==> src/rtl/port_cmd_pkg.sv <==
package port_cmd_pkg;
  localparam int REG_W  = 32;
  localparam int SLOT_W = 5;
  localparam int DET_W  = 4;

  localparam int BIT_ST   = 0;
  localparam int BIT_SUD  = 1;
  localparam int BIT_CLO  = 3;
  localparam int BIT_FRE  = 4;
  localparam int SLOT_LSB = 8;
  localparam int BIT_MPSS = 13;
  localparam int BIT_FR   = 14;
  localparam int BIT_CR   = 15;
  localparam int BIT_CPS  = 16;

  localparam logic [REG_W-1:0] FIXED_ONES = 32'h0040_0000;
  localparam logic [REG_W-1:0] SW_MASK    = 32'hFF82_0013;

  typedef struct packed {
    logic startRise;
    logic stopFall;
    logic cloSet;
    logic cloDone;
    logic sudRise;
    logic sudFall;
  } strobe_t;
endpackage

==> src/rtl/port_cmd_dp.sv <==
module port_cmd_dp
  import port_cmd_pkg::*;
(
  input  logic              clk,
  input  logic              rstN,
  input  logic              wrEn,
  input  logic [REG_W-1:0]  wrData,
  input  strobe_t           stb,
  input  logic              tfBsy,
  input  logic              tfDrq,
  input  logic              cmdRunHw,
  input  logic              fisRunHw,
  input  logic              coldPresHw,
  input  logic              mechSwHw,
  input  logic [SLOT_W-1:0] slotHw,
  output logic [REG_W-1:0]  rdData,
  output logic              stQ,
  output logic              sudQ,
  output logic              cloQ,
  output logic              freQ
);
  logic [REG_W-1:0]  swBits;
  logic [3:0]        hwStat;
  logic [SLOT_W-1:0] slotQ;
  logic [REG_W-1:0]  statWord;

  always_ff @(posedge clk) begin
    if (!rstN) begin
      swBits <= '0;
    end else if (wrEn) begin
      swBits <= (swBits & ~SW_MASK) | (wrData & SW_MASK);
    end
  end

  always_ff @(posedge clk) begin
    if (!rstN) begin
      cloQ <= 1'b0;
    end else if (stb.cloSet) begin
      cloQ <= 1'b1;
    end else if (stb.cloDone) begin
      cloQ <= 1'b0;
    end
  end

  always_ff @(posedge clk) begin
    if (!rstN) begin
      hwStat <= '0;
      slotQ  <= '0;
    end else begin
      hwStat <= {coldPresHw, cmdRunHw, fisRunHw, mechSwHw};
      slotQ  <= slotHw;
    end
  end

  always_comb begin
    statWord = '0;
    statWord[BIT_CPS]  = hwStat[3];
    statWord[BIT_CR]   = hwStat[2];
    statWord[BIT_FR]   = hwStat[1];
    statWord[BIT_MPSS] = hwStat[0];
    if (swBits[BIT_ST]) statWord[SLOT_LSB +: SLOT_W] = slotQ;
    statWord[BIT_CLO]  = cloQ;
  end

  assign rdData = swBits | statWord | FIXED_ONES;
  assign stQ    = swBits[BIT_ST];
  assign sudQ   = swBits[BIT_SUD];
  assign freQ   = swBits[BIT_FRE];

  a_r7_clo_release: assert property (@(posedge clk) disable iff (!rstN)
    (cloQ && !tfBsy && !tfDrq && !(wrEn && wrData[BIT_CLO])) |=> !cloQ);
  a_r10_cr_follow: assert property (@(posedge clk) disable iff (!rstN)
    $rose(rdData[BIT_CR]) |-> $past(cmdRunHw));
endmodule

==> src/rtl/port_cmd_ctrl.sv <==
module port_cmd_ctrl
  import port_cmd_pkg::*;
(
  input  logic             clk,
  input  logic             rstN,
  input  logic             wrEn,
  input  logic [REG_W-1:0] wrData,
  input  logic             stQ,
  input  logic             sudQ,
  input  logic             cloQ,
  input  logic             tfBsy,
  input  logic             tfDrq,
  input  logic             engIdle,
  input  logic [DET_W-1:0] detCtrl,
  output strobe_t          stb,
  output logic             startPulse,
  output logic             startErr,
  output logic             ciClearPulse,
  output logic             tfClearPulse,
  output logic             comresetPulse,
  output logic             listenPulse
);
  logic stopPending;

  always_comb begin
    stb.startRise = wrEn &&  wrData[BIT_ST]  && !stQ;
    stb.stopFall  = wrEn && !wrData[BIT_ST]  &&  stQ;
    stb.cloSet    = wrEn &&  wrData[BIT_CLO];
    stb.cloDone   = cloQ && !tfBsy && !tfDrq;
    stb.sudRise   = wrEn &&  wrData[BIT_SUD] && !sudQ;
    stb.sudFall   = wrEn && !wrData[BIT_SUD] &&  sudQ;
  end

  always_ff @(posedge clk) begin
    if (!rstN) begin
      startPulse    <= 1'b0;
      startErr      <= 1'b0;
      tfClearPulse  <= 1'b0;
      comresetPulse <= 1'b0;
      listenPulse   <= 1'b0;
    end else begin
      startPulse    <= stb.startRise &&  wrData[BIT_FRE];
      startErr      <= stb.startRise && !wrData[BIT_FRE];
      tfClearPulse  <= stb.cloSet;
      comresetPulse <= stb.sudRise;
      listenPulse   <= stb.sudFall && (detCtrl == '0);
    end
  end

  always_ff @(posedge clk) begin
    if (!rstN) begin
      stopPending  <= 1'b0;
      ciClearPulse <= 1'b0;
    end else begin
      ciClearPulse <= stopPending && engIdle && !stb.startRise;
      if (stb.stopFall)
        stopPending <= 1'b1;
      else if (stb.startRise || engIdle)
        stopPending <= 1'b0;
    end
  end

  a_r4_start_with_run: assert property (@(posedge clk) disable iff (!rstN)
    startPulse |-> stQ);
  a_r6_clear_after_idle: assert property (@(posedge clk) disable iff (!rstN)
    ciClearPulse |-> $past(engIdle));
  a_r12_start_single: assert property (@(posedge clk) disable iff (!rstN)
    startPulse |=> !startPulse);
  a_r8_comreset_single: assert property (@(posedge clk) disable iff (!rstN)
    comresetPulse |=> !comresetPulse);
  a_r9_listen_not_reset: assert property (@(posedge clk) disable iff (!rstN)
    listenPulse |-> !sudQ);
endmodule

==> src/rtl/port_cmd_reg.sv <==
module port_cmd_reg
  import port_cmd_pkg::*;
(
  input  logic              clk,
  input  logic              rstN,
  input  logic              wrEn,
  input  logic [REG_W-1:0]  wrData,
  output logic [REG_W-1:0]  rdData,
  input  logic              engIdle,
  input  logic              tfBsy,
  input  logic              tfDrq,
  input  logic [DET_W-1:0]  detCtrl,
  input  logic              cmdRunHw,
  input  logic              fisRunHw,
  input  logic              coldPresHw,
  input  logic              mechSwHw,
  input  logic [SLOT_W-1:0] slotHw,
  output logic              fisRxEn,
  output logic              startPulse,
  output logic              startErr,
  output logic              ciClearPulse,
  output logic              tfClearPulse,
  output logic              comresetPulse,
  output logic              listenPulse
);
  strobe_t stb;
  logic stQ, sudQ, cloQ, freQ;

  port_cmd_ctrl i_ctrl (
    .clk(clk), .rstN(rstN), .wrEn(wrEn), .wrData(wrData),
    .stQ(stQ), .sudQ(sudQ), .cloQ(cloQ), .tfBsy(tfBsy), .tfDrq(tfDrq),
    .engIdle(engIdle), .detCtrl(detCtrl), .stb(stb),
    .startPulse(startPulse), .startErr(startErr), .ciClearPulse(ciClearPulse),
    .tfClearPulse(tfClearPulse), .comresetPulse(comresetPulse),
    .listenPulse(listenPulse)
  );

  port_cmd_dp i_dp (
    .clk(clk), .rstN(rstN), .wrEn(wrEn), .wrData(wrData), .stb(stb),
    .tfBsy(tfBsy), .tfDrq(tfDrq), .cmdRunHw(cmdRunHw), .fisRunHw(fisRunHw),
    .coldPresHw(coldPresHw), .mechSwHw(mechSwHw), .slotHw(slotHw),
    .rdData(rdData), .stQ(stQ), .sudQ(sudQ), .cloQ(cloQ), .freQ(freQ)
  );

  assign fisRxEn = freQ;
endmodule

==> config.mk <==
export PLATFORM = sky130hd
export DESIGN_NAME = port_cmd_reg
export DESIGN_NICKNAME = d
export VERILOG_FILES = /design/src/rtl/port_cmd_pkg.sv /design/src/rtl/port_cmd_dp.sv /design/src/rtl/port_cmd_ctrl.sv /design/src/rtl/port_cmd_reg.sv
export SDC_FILE = /design/constraint.sdc
export NUM_CORES = 1
export LEC_CHECK = 0
export ABC_AREA = 1
export CAP_MARGIN = 20
export CORE_ASPECT_RATIO = 1.2
export CORE_MARGIN = 5
export CORE_UTILIZATION = 36
export DETAILED_ROUTE_END_ITERATION = 7
export HOLD_SLACK_MARGIN = 0.05
export PLACE_DENSITY = 0.81
export SLEW_MARGIN = 20
export SYNTH_ARGS = -nofsm -noshare
export SYNTH_HDL_FRONTEND = slang
export SYNTH_HIERARCHICAL = 1
export SYNTH_SLANG_ARGS = --single-unit
export TNS_END_PERCENT = 20
==> constraint.sdc <==
create_clock -name clk -period 1.2 [get_ports clk]
set_input_delay 0.18 -clock clk [delete_from_list [all_inputs] [get_ports clk]]
set_output_delay 0.18 -clock clk [all_outputs]
set_load 0.005 [all_outputs]
# Word level (Yosys, flattened, before mapping)
# Index checks and enable logic that the tools add are counted.
dict set report word_totals {
  regBits 49
  input_bits 51
  output_inout_bits 39
  word_cells 46
}
dict set report op_classes {
  n_mux 5
  reduce_logical 28
  bitwise_logic 2
}
# operator n
set ops {}
lappend ops {{23-bit by 32-bit bitwise OR with 32-bit output} 1}
lappend ops {{32-bit by 17-bit bitwise OR with 32-bit output} 1}
lappend ops {{1-bit logical AND} 16}
lappend ops {{1-bit logical NOT} 8}
lappend ops {{5-bit 2-to-1 mux} 1}
lappend ops {{4-bit logical NOT} 1}
lappend ops {{1-bit 2-to-1 mux} 4}
lappend ops {{2-bit nonzero test} 2}
lappend ops {{1-bit logical OR} 1}

# Depth between registers and ports, before layout
dict set report logic_depth {
  word_depth 5
  mapped_depth 5
  ltp_nobuf 5
}

# Cells and area by module
# Netlist, hierarchy kept.
# module area_each_um2 seq_area_each_um2 cells_per_inst n_inst
set modules_own_cells {}
lappend modules_own_cells {port_cmd_dp 898.4 460.4 115 1}
lappend modules_own_cells {port_cmd_ctrl 282.8 140.1 39 1}

# Least setup slack after synthesis
# No wires, ideal clock.
dict set report synth_path {
  path_type {reg-to-reg}
  from {reg i_dp.swBits[0]}
  to {reg i_ctrl.startPulse}
  t_arrival_ns 0.670
  t_required_ns 1.085
  period_less_slack_ns 0.785
  path_buffers 0
  path_stages_with_launch 6
  setup_slack_ns 0.415
  setup_time_ns 0.115
  path_cell_list {dfxtp_1 > inv_1 > nand3_2 > inv_2 > nand2_2 > nor2_2}
}
# item line_no
set synth_rtl {}
lappend synth_rtl {{start, declared} port_cmd_dp.sv:22} ;# logic [REG_W-1:0] swBits;
lappend synth_rtl {{start signal, assigned} port_cmd_dp.sv:31} ;# swBits <= (swBits & ~SW_MASK) | (wrData & SW_MASK);
lappend synth_rtl {{end signal, assigned} port_cmd_ctrl.sv:42} ;# startPulse <= stb.startRise && wrData[BIT_FRE];
lappend synth_rtl {{end, declared} port_cmd_ctrl.sv:16} ;# output logic startPulse,

# Worst setup path after layout
dict set report layout_path {
  from {reg i_dp.swBits[0]}
  to {out rdData[10]}
}
dict set report layout_via {
  elab_chain_cells 2
}
# item line_no
set layout_lines {}
lappend layout_lines {{5-bit 2-to-1 mux} port_cmd_dp.sv:61} ;# if (swBits[BIT_ST]) statWord[SLOT_LSB +: SLOT_W] = slotQ;
lappend layout_lines {{32-bit by 17-bit bitwise OR with 32-bit output} port_cmd_dp.sv:65} ;# assign rdData = swBits | statWord | FIXED_ONES;
lappend layout_lines {{end, declared} port_cmd_reg.sv:8} ;# output logic [REG_W-1:0] rdData,
# No other way between the ends.

==> flow_summary.ini <==
[sta]
setup_slack_ns = 0.0124
setup_viol = 0
holdWs_ns = 0.360
rsz0062_at_grt = true
hold_viol = 0
max_freq_mhz = 842
fin_crit_ns = 1.19
fin_crit_sh = 0.990
finalClockSkew_ns = 0.00775
slew_violations = 0

[drt]
viasPerCell = 4.25
drt-total-wl_um = 2790
ant_nets = 0
drt_iter0_drc = 36
firstDrtPassIters = 2
drcViolationCount = 0
vias = 1080
wl_per_cell_um = 11.0

[final_layout]
syn_to_final_growth_pct = 58.5
diodes = 0
final_cell_mix = nor2_1, clkdlybuf4s50_1, dlygate4sd2_1, dfxtp_1, inv_1
fill_cells = 287
drive_gt1_frac = 0.183
nNetsFinal = 268
final_area_mm2 = 0.00185
layout.cells.non_filler = 254

[pwr]
p_per_area_mw_per_mm2 = 1100
p_leak_nw = 0.999
ir_drop_uv = 781
power_w = 0.00205

[grt]
grt_pass1_vias = 1013
grtUsageTotal = 0.127
grt_first_pass_wirelength_um = 4240
grt_overflow = 0
antenna_found_initial = 0
grt_max_degree = 17

[clocking]
cts.path.max_buffers = 2
clock_sinks = 30
clk-insertion-delay-late_ns = 0.33
cts_buffers = 5
root_buffer = clkbuf_4
cts_tree = done
clk_pin_slew_worst_paths_ns = 0.10
htree_levels = 2

[synthesis]
synth.avg_cell_area_um2 = 7.75
synthCells = 151
yosysWarnings = 6
netlist_area_mm2 = 0.00117

[worst_hold_path]
hold_start = mechSwHw
hold_class = in -> reg
min_path_cells = 3

[worst_setup_path]
cp_cell_sequence = buf_6, nand2_2, inv_2, buf_6
cp-startpoint = i_dp/swBits[0]
reg2reg_depth = 7
cp.arrival_ns = 1.01
crit_top_cell = buf_6
worstSetupPathType = reg -> out
required_ns = 1.02
cpMaxStageDelayCell = dfxtp_4
path_max_fanout = 5
cpPeakStageDelay_ns = 0.38
worst_setup_path_start_kind = flip-flop
worst_setup_path_end_kind = output pin
r2r_start = i_dp/swBits[0]

[floorplanning]
die_area_mm2 = 0.00449
core_mm2 = 0.00311
die_y_um = 72.4
ioPinCount = 90
die_w_um = 62.0
start_util = 0.376
rows = 22

[place]
numPortBuffers = 62
placedInstanceArea_mm2 = 0.00178
dp_cells = 244
detailedPlace.worstSlack_ns = -0.135
gp_congestion = 0.770
dp_hpwl_um = 2070

[job]
cap_violations = 0

[run_status]
status = completed
## flip-flops by register name, indices dropped and copies added (netlist names)
name / flops
i_ctrl/comresetPulse: 1
i_ctrl/startPulse: 1
i_ctrl/stopPending: 1
i_ctrl/tfClearPulse: 1
i_ctrl/listenPulse: 1
i_dp/cloQ: 1
i_dp/slotQ: 5
i_dp/swBits: 13
i_ctrl/ciClearPulse: 1
i_dp/hwStat: 4
i_ctrl/startErr: 1
## metal layers
layer,track usage,part of all wire,vias to the layer above,routed length (um)
met1,0.129,0.38,475,1050
met3,0.0463,0.091,4,253
met2,0.225,0.51,42,1430
li1,-,-,559,-
met4,0.0566,0.017,0,48
met5,0,0,-,0
## worst max-delay path, delay by kind of cell (launching register included)
| kind | cells | cell delay (ns) |
|---|---|---|
| buf+inv | 3 | 0.25 |
| flops | 1 | 0.38 |
| simple gates | 1 | 0.05 |
## timing repair
| item | CTS | global route |
|---|---|---|
| endpoints found under the setup margin | 30 | 6 |
| hold buffers | 0 | 0 |
| pin swaps | 0 | 0 |
| gates cloned | 0 | 0 |
| gates resized for setup | 51 | 12 |
| setup buffers | 2 | 0 |
| endpoints found under the hold margin | 0 | 0 |
## power breakdown
part / total (W) / internal (W) / switching, W
sequential: 0.00108 / 0.00105 / 0.0000244
clock: 0.000639 / 0.000281 / 0.000358
combinational: 0.000330 / 0.000199 / 0.000131
## metrics by stage
stage / util / TNS (ns)
floorplan: - / 0
detailed placement: 0.572 / -2.08
finish: 0.596 / 0
global placement: 0.572 / -1.89
CTS: 0.589 / -0.167
global route: 0.596 / -0.103
## path summary, 6_finish.rpt
kind | end | slack [ns]
setup / recovery | rdData[10] | 0.01
hold / removal | i_dp/hwStat[0] | 0.36
setup reg to reg | i_ctrl/startPulse | 0.20
hold reg to reg | i_ctrl/ciClearPulse | 0.47
## cell type report
class,count,area [um2],area share
clock buffers,6,51.3,0.0277
clock inverters,2,12.5,0.00675
inverters,26,97.6,0.0526
multi-input cells,85,377,0.203
flip-flops and latches,30,612,0.330
well taps,36,45.0,0.0243
repair buffers,69,659,0.356
Note: power is estimated with default switching activity, not from simulation.
